==> src/rtl/fmac_pkg.sv <==
package fmac_pkg;

    typedef enum logic [1:0] {
        ST_IDLE  = 2'd0,
        ST_MULT  = 2'd1,
        ST_ACCUM = 2'd2,
        ST_ROUND = 2'd3
    } fmac_state_e;

    typedef enum logic [1:0] {
        SC_NONE = 2'b00,
        SC_DOWN = 2'b01,
        SC_UP   = 2'b10,
        SC_ALT  = 2'b11
    } fmac_scale_e;

    localparam int CCR_W = 8;
    localparam int CCR_C = 0;
    localparam int CCR_V = 1;
    localparam int CCR_Z = 2;
    localparam int CCR_N = 3;
    localparam int CCR_U = 4;
    localparam int CCR_E = 5;
    localparam int CCR_L = 6;
    localparam int CCR_S = 7;

    localparam int N_SCALE = 3;

    function automatic int scale_offset(input int idx);
        if (idx == 1) begin
            return 1;
        end else if (idx == 2) begin
            return -1;
        end
        return 0;
    endfunction

endpackage

==> src/rtl/fmac_ctrl.sv <==
module fmac_ctrl
    import fmac_pkg::*;
(
    input  logic        clk,
    input  logic        rst_n,
    input  logic        start,
    output fmac_state_e state,
    output logic        ld_in,
    output logic        ld_prod,
    output logic        ld_sum,
    output logic        ld_out
);

    fmac_state_e state_nx;

    always_ff @(posedge clk or negedge rst_n) begin
        if (!rst_n) begin
            state <= ST_IDLE;
        end else begin
            state <= state_nx;
        end
    end

    always_comb begin
        state_nx = state;
        ld_in    = 1'b0;
        ld_prod  = 1'b0;
        ld_sum   = 1'b0;
        ld_out   = 1'b0;
        unique case (state)
            ST_IDLE: begin
                if (start) begin
                    ld_in    = 1'b1;
                    state_nx = ST_MULT;
                end
            end
            ST_MULT: begin
                ld_prod  = 1'b1;
                state_nx = ST_ACCUM;
            end
            ST_ACCUM: begin
                ld_sum   = 1'b1;
                state_nx = ST_ROUND;
            end
            ST_ROUND: begin
                ld_out   = 1'b1;
                state_nx = ST_IDLE;
            end
            default: state_nx = ST_IDLE;
        endcase
    end

    p_accept_start_r7: assert property (@(posedge clk) disable iff (!rst_n)
        (state == ST_IDLE && start) |=> (state == ST_MULT));

    p_busy_drops_start_r8: assert property (@(posedge clk) disable iff (!rst_n)
        (state != ST_IDLE) |=> (state != ST_MULT));

    p_round_returns_r7: assert property (@(posedge clk) disable iff (!rst_n)
        (state == ST_ROUND) |=> (state == ST_IDLE));

endmodule

==> src/rtl/fmac_product.sv <==
module fmac_product #(
    parameter int OP_W  = 24,
    parameter int ACC_W = 56
) (
    input  logic [OP_W-1:0]  op_a,
    input  logic [OP_W-1:0]  op_b,
    input  logic             sub,
    output logic [ACC_W-1:0] addend
);

    localparam int PROD_W = 2 * OP_W;
    localparam int PAD_W  = ACC_W - PROD_W;

    logic signed [PROD_W-1:0] raw;
    logic        [ACC_W-1:0]  wide;
    logic        [ACC_W-1:0]  frac;

    always_comb begin
        raw    = $signed(op_a) * $signed(op_b);
        wide   = {{PAD_W{raw[PROD_W-1]}}, raw};
        frac   = {wide[ACC_W-2:0], 1'b0};
        addend = sub ? (~frac + {{(ACC_W-1){1'b0}}, 1'b1}) : frac;
    end

endmodule

==> src/rtl/fmac_rounder.sv <==
module fmac_rounder
    import fmac_pkg::*;
#(
    parameter int OP_W  = 24,
    parameter int ACC_W = 56
) (
    input  logic [ACC_W-1:0] sum,
    input  logic [1:0]       scale,
    output logic [ACC_W-1:0] result,
    output logic             rnd_ovf,
    output logic             ext_flag,
    output logic             unnorm_flag
);

    logic [N_SCALE-1:0][ACC_W-1:0] v_res;
    logic [N_SCALE-1:0]            v_ovf;
    logic [N_SCALE-1:0]            v_ext;
    logic [N_SCALE-1:0]            v_unn;

    for (genvar g = 0; g < N_SCALE; g++) begin : g_mode
        localparam int K     = OP_W + scale_offset(g);
        localparam int CLR   = (K > OP_W) ? K : OP_W;
        localparam int HI    = 2 * OP_W - 1 + scale_offset(g);
        localparam int TOP_N = ACC_W - HI;

        logic [ACC_W:0]   half_x;
        logic [ACC_W-1:0] half;
        logic [ACC_W-1:0] low_mask;
        logic [ACC_W-1:0] clr_mask;
        logic [ACC_W:0]   added;
        logic             tie;
        logic [ACC_W-1:0] r;
        logic [TOP_N-1:0] top;

        always_comb begin
            half_x   = {{ACC_W{1'b0}}, 1'b1} << (K - 1);
            half     = half_x[ACC_W-1:0];
            low_mask = ({{(ACC_W-1){1'b0}}, 1'b1} << K) - {{(ACC_W-1){1'b0}}, 1'b1};
            clr_mask = ({{(ACC_W-1){1'b0}}, 1'b1} << CLR) - {{(ACC_W-1){1'b0}}, 1'b1};
            tie      = ((sum & low_mask) == half);
            added    = {sum[ACC_W-1], sum} + half_x;
            r        = added[ACC_W-1:0];
            if (tie) begin
                r[K] = 1'b0;
            end
            r        = r & ~clr_mask;
            top      = r[ACC_W-1:HI];
            v_res[g] = r;
            v_ovf[g] = added[ACC_W] ^ added[ACC_W-1];
            v_ext[g] = !((&top) || !(|top));
            v_unn[g] = (r[HI] == r[HI-1]);
        end
    end

    logic [1:0] sel;

    always_comb begin
        unique case (scale)
            SC_DOWN: sel = 2'd1;
            SC_UP:   sel = 2'd2;
            default: sel = 2'd0;
        endcase
        result      = v_res[sel];
        rnd_ovf     = v_ovf[sel];
        ext_flag    = v_ext[sel];
        unnorm_flag = v_unn[sel];
    end

endmodule

==> src/rtl/fmac_round_unit.sv <==
module fmac_round_unit
    import fmac_pkg::*;
#(
    parameter int OP_W  = 24,
    parameter int EXT_W = 8
) (
    input  logic                       clk,
    input  logic                       rst_n,
    input  logic                       start_i,
    input  logic [OP_W-1:0]            op_a_i,
    input  logic [OP_W-1:0]            op_b_i,
    input  logic [EXT_W+2*OP_W-1:0]    acc_i,
    input  logic                       sub_i,
    input  logic [1:0]                 scale_i,
    input  logic [7:0]                 ccr_i,
    output logic [EXT_W+2*OP_W-1:0]    acc_o,
    output logic [7:0]                 ccr_o,
    output logic                       done_o
);

    localparam int ACC_W = EXT_W + 2 * OP_W;

    fmac_state_e state;
    logic        ld_in;
    logic        ld_prod;
    logic        ld_sum;
    logic        ld_out;

    logic [OP_W-1:0]  a_q;
    logic [OP_W-1:0]  b_q;
    logic [ACC_W-1:0] acc_q;
    logic             sub_q;
    logic [1:0]       scale_q;
    logic [CCR_W-1:0] ccr_q;
    logic [ACC_W-1:0] addend;
    logic [ACC_W-1:0] addend_q;
    logic [ACC_W:0]   sum_x;
    logic [ACC_W-1:0] sum_q;
    logic             acc_ovf_q;
    logic [ACC_W-1:0] rnd_res;
    logic             rnd_ovf;
    logic             ext_flag;
    logic             unn_flag;
    logic             v_new;
    logic [CCR_W-1:0] ccr_new;

    fmac_ctrl u_ctrl (
        .clk     (clk),
        .rst_n   (rst_n),
        .start   (start_i),
        .state   (state),
        .ld_in   (ld_in),
        .ld_prod (ld_prod),
        .ld_sum  (ld_sum),
        .ld_out  (ld_out)
    );

    fmac_product #(.OP_W(OP_W), .ACC_W(ACC_W)) u_prod (
        .op_a   (a_q),
        .op_b   (b_q),
        .sub    (sub_q),
        .addend (addend)
    );

    fmac_rounder #(.OP_W(OP_W), .ACC_W(ACC_W)) u_rnd (
        .sum         (sum_q),
        .scale       (scale_q),
        .result      (rnd_res),
        .rnd_ovf     (rnd_ovf),
        .ext_flag    (ext_flag),
        .unnorm_flag (unn_flag)
    );

    always_ff @(posedge clk or negedge rst_n) begin
        if (!rst_n) begin
            a_q     <= '0;
            b_q     <= '0;
            acc_q   <= '0;
            sub_q   <= 1'b0;
            scale_q <= 2'b00;
            ccr_q   <= '0;
        end else if (ld_in) begin
            a_q     <= op_a_i;
            b_q     <= op_b_i;
            acc_q   <= acc_i;
            sub_q   <= sub_i;
            scale_q <= scale_i;
            ccr_q   <= ccr_i;
        end
    end

    always_ff @(posedge clk or negedge rst_n) begin
        if (!rst_n) begin
            addend_q <= '0;
        end else if (ld_prod) begin
            addend_q <= addend;
        end
    end

    assign sum_x = {acc_q[ACC_W-1], acc_q} + {addend_q[ACC_W-1], addend_q};

    always_ff @(posedge clk or negedge rst_n) begin
        if (!rst_n) begin
            sum_q     <= '0;
            acc_ovf_q <= 1'b0;
        end else if (ld_sum) begin
            sum_q     <= sum_x[ACC_W-1:0];
            acc_ovf_q <= sum_x[ACC_W] ^ sum_x[ACC_W-1];
        end
    end

    always_comb begin
        v_new          = acc_ovf_q | rnd_ovf;
        ccr_new        = ccr_q;
        ccr_new[CCR_V] = v_new;
        ccr_new[CCR_Z] = (rnd_res == '0);
        ccr_new[CCR_N] = rnd_res[ACC_W-1];
        ccr_new[CCR_U] = unn_flag;
        ccr_new[CCR_E] = ext_flag;
        ccr_new[CCR_L] = ccr_q[CCR_L] | v_new;
    end

    always_ff @(posedge clk or negedge rst_n) begin
        if (!rst_n) begin
            acc_o  <= '0;
            ccr_o  <= '0;
            done_o <= 1'b0;
        end else begin
            done_o <= ld_out;
            if (ld_out) begin
                acc_o <= rnd_res;
                ccr_o <= ccr_new;
            end
        end
    end

    p_done_single_r7: assert property (@(posedge clk) disable iff (!rst_n)
        done_o |=> !done_o);

    p_hold_result_r7: assert property (@(posedge clk) disable iff (!rst_n)
        (state != ST_ROUND) |=> ($stable(acc_o) && $stable(ccr_o)));

    p_low_word_clear_r2: assert property (@(posedge clk) disable iff (!rst_n)
        done_o |-> (acc_o[OP_W-1:0] == '0));

    p_neg_flag_r4: assert property (@(posedge clk) disable iff (!rst_n)
        done_o |-> (ccr_o[CCR_N] == acc_o[ACC_W-1]));

    p_zero_flag_r4: assert property (@(posedge clk) disable iff (!rst_n)
        done_o |-> (ccr_o[CCR_Z] == (acc_o == '0)));

    p_limit_on_ovf_r5: assert property (@(posedge clk) disable iff (!rst_n)
        (done_o && ccr_o[CCR_V]) |-> ccr_o[CCR_L]);

    p_limit_sticky_r5: assert property (@(posedge clk) disable iff (!rst_n)
        (done_o && ccr_q[CCR_L]) |-> ccr_o[CCR_L]);

    p_carry_kept_r5: assert property (@(posedge clk) disable iff (!rst_n)
        done_o |-> (ccr_o[CCR_C] == ccr_q[CCR_C] && ccr_o[CCR_S] == ccr_q[CCR_S]));

endmodule

==> config.mk <==
export PLATFORM = sky130hd
export DESIGN_NAME = fmac_round_unit
export DESIGN_NICKNAME = d
export VERILOG_FILES = /design/src/rtl/fmac_pkg.sv /design/src/rtl/fmac_ctrl.sv /design/src/rtl/fmac_product.sv /design/src/rtl/fmac_rounder.sv /design/src/rtl/fmac_round_unit.sv
export SDC_FILE = /design/constraint.sdc
export NUM_CORES = 2
export LEC_CHECK = 0
export ABC_AREA = 1
export BUFFER_PORTS_ARGS = -buffer_cell sky130_fd_sc_hd__buf_2
export CAP_MARGIN = 30
export CORE_MARGIN = 2
export CORE_UTILIZATION = 65
export DETAILED_ROUTE_END_ITERATION = 6
export PLACE_DENSITY_LB_ADDON = 0.08
export SKIP_CTS_REPAIR_TIMING = 1
export SKIP_LAST_GASP = 1
export SYNTH_ARGS = -nofsm -noshare
export SYNTH_HDL_FRONTEND = slang
export SYNTH_SLANG_ARGS = --single-unit
==> constraint.sdc <==
create_clock -name clk -period 12.6 [get_ports clk]
set_clock_uncertainty 0.15 [all_clocks]
set_input_delay 2.52 -clock clk [delete_from_list [all_inputs] [get_ports clk]]
set_output_delay 2.52 -clock clk [all_outputs]
set_load 0.03 [all_outputs]
==> flow_summary.yaml <==
detailed_routing:
  routed_via_density: 5.51
  drt_wl_total_um: 117000
  drc_errors: 0
  ant_nets: 0
  wire_per_inst_um: 18.6
  route.vias.total: 34715
  dr.first_iter.drc_count: 3534
  first_pass_iters: 6
layout:
  nets: 6364
  fillCellCount: 5209
  ff_latch_area_um2: 6610
  layout_commonest_cell: "nand2_1"
  drive_above_1_share_pct: 8.60
  fin_cells: 6300
  areaGrowthSynthToFinish_pct: 6.46
  multiInputGateArea_um2: 28300
  layout_common_cells: "nand2_1 (1,500), inv_1 (1,266), fa_1 (608)"
  diodes: 0
timing:
  rsz0062_at_grt: "no"
  period_minus_slack_ps: 9520
  setup_ws_ps: 3080
  slew_headroom_pct: 32.6
  finalHoldViolCount: 0
  tightest_slew_ps: 1010
  setup_viol: 0
  maxSlewViolCount: 0
  fmax_mhz: 105
  fin_tns_setup_ps: 0
  period_share_pct: 75.6
die:
  die_h_um: 254
  start_util_pct: 65.7
  die_area_um2: 64400
  die_w_um: 254
  num_io_pins: 183
  rows: 91
  fp.coreArea_um2: 61700
synth:
  synth-edff-count: 0
  syn_area_um2: 40600
  ys_ff_latch: 264
  avgSynthCellArea_um2: 7.50
  synthArstFlopShare_pct: 100
  synth_ff_type: "dfrtp_1"
  yosysWarnings: 0
  synth.distinct_cells: 55
  yosysSeqAreaShare_pct: 16.3
  netlist_instances: 5406
clock_tree:
  clkSinkCount: 264
  cts_made_buffers: 31
  root_buffer: "clkbuf_16"
  cts_tree: "yes"
  ctsHtreeMaxLevel: 1
  clkTransAtPathRegs_ps: 70
  clockBufferDepth: 3
  insertion_delay_ps: 610
place:
  dp_hpwl_um: 95800
  finalWeightedCongestion: 1.04
  post-place-ws_ps: 3270
  placedCellCount: 6243
  port-buffer-count: 153
setup_path:
  critical_path_arrival_ps: 9860
  r2r_setup_slack_ps: 3080
  critPathKind: "flip-flop to flip-flop"
  rr_startpoint: "b_q[2]"
  rr_worst_depth: 27
  r2r-end: "addend_q[48]"
  endpoint_kind: "flip-flop"
  cp.required_ps: 12940
  critPathMaxFanout: 25
  crit_path_start_kind: "flip-flop"
  crit_start: "b_q[2]"
  crit_end: "addend_q[48]"
min_path:
  min-delay-start: "ccr_o[7]"
  hold_class: "flip-flop to flip-flop"
global_routing:
  grt.total_usage_pct: 37.7
  grt_max_degree: 170
  grt_pass1_wl_um: 186000
  grt_pass1_vias: 34160
  grt_antenna_before_repair: 1
  grt-ovfl-total: 0
outcome:
  status: "complete, no violations"
run:
  max_cap_viol_count: 0
[Yosys cell counts, types with 28 or more instances]
cell	n	area [um^2]
a21oi_1	144	721
a31oi_1	28	175
clkbuf_1	190	713
dfrtp_1	264	6610
fa_1	608	12200
ha_1	197	2460
inv_1	1267	4760
mux2_2	106	1190
nand2_1	1501	5630
nand3_1	182	911
nand4_1	61	382
nor2_1	304	1140
nor3_1	31	155
o21ai_0	166	831
xnor2_1	34	298
xor2_1	82	718
[kinds of logic (layout without fill, tap and decap cells)]
kind of cell	count (synthesis)	in the layout	share of synthesized area, %
buf+inv	1508	1542	14.2
simple gates	2195	2195	22.3
xor+xnor	117	117	2.55
mux	106	106	2.94
fa+ha+maj	805	805	36.1
flops	264	264	16.3
compound gates	410	410	5.60
other cells	1	24	0.00925
[critical path, cell delays in order (launching register included)]
cell	delay [ps]
dfrtp_1	1000
nand2_1	120
inv_1	110
fa_1	540
fa_1	890
inv_1	260
fa_1	550
inv_1	530
fa_1	530
fa_1	480
fa_1	550
inv_1	60
fa_1	530
inv_1	40
ha_1	390
a21oi_1	210
o21ai_0	160
inv_1	200
o21ai_0	140
nor2_1	120
nand3_1	270
a21oi_1	300
nand3b_1	160
a21oi_1	140
nor2_1	670
nand3_1	160
nand2_1	90
inv_1	40
[final cells by class]
cell class	count	share of cell area, %
clock inverters	14	0.469
flip-flops and latches	264	15.3
clock buffers	41	2.05
inverters	1278	11.1
well taps	837	2.43
repair buffers	209	3.16
multi-input cells	3657	65.5
[registers in the layout, summed over array words and instances (netlist names)]
name          cells
a_q              24
acc_o            31
acc_ovf_q         1
acc_q            56
addend_q         55
b_q              24
ccr_o             8
ccr_q             3
done_o            1
scale_q           2
sub_q             1
sum_q            56
u_ctrl.state      2
[metal layers]
layer	vias up	wire length (um)	GRT usage, %
met1	16705	48700	54.8
met5	-	0	0
li1	16060	-	-
met2	1680	51500	57.3
met4	0	4380	12.2
met3	270	12400	7.05
[stage by stage]
step / cell area, um^2 / hold WS, ps / utilization, %
3_5_place_dp: 42000 / 304 / 68.1
2_1_floorplan: 40600 / 293 / -
3_3_place_gp: 41900 / 299 / 67.8
6_report: 43200 / 314 / 70.0
4_1_cts: 43100 / 319 / 69.9
5_1_grt: 43200 / 347 / 70.0
[how the worst min path moves through the flow]
stage,to,slack (ps),cells after the start
after floorplan,sum_q[0],290,2
after global placement,ccr_o[0],300,2
after detailed placement,ccr_o[7],300,2
after CTS,ccr_o[7],320,2
after global routing,acc_o[36],350,2
final,ccr_o[7],310,2
Power is left out: the tool's default activity adds up to more than one toggle a clock period on the data nets, which glitch-free logic cannot reach.
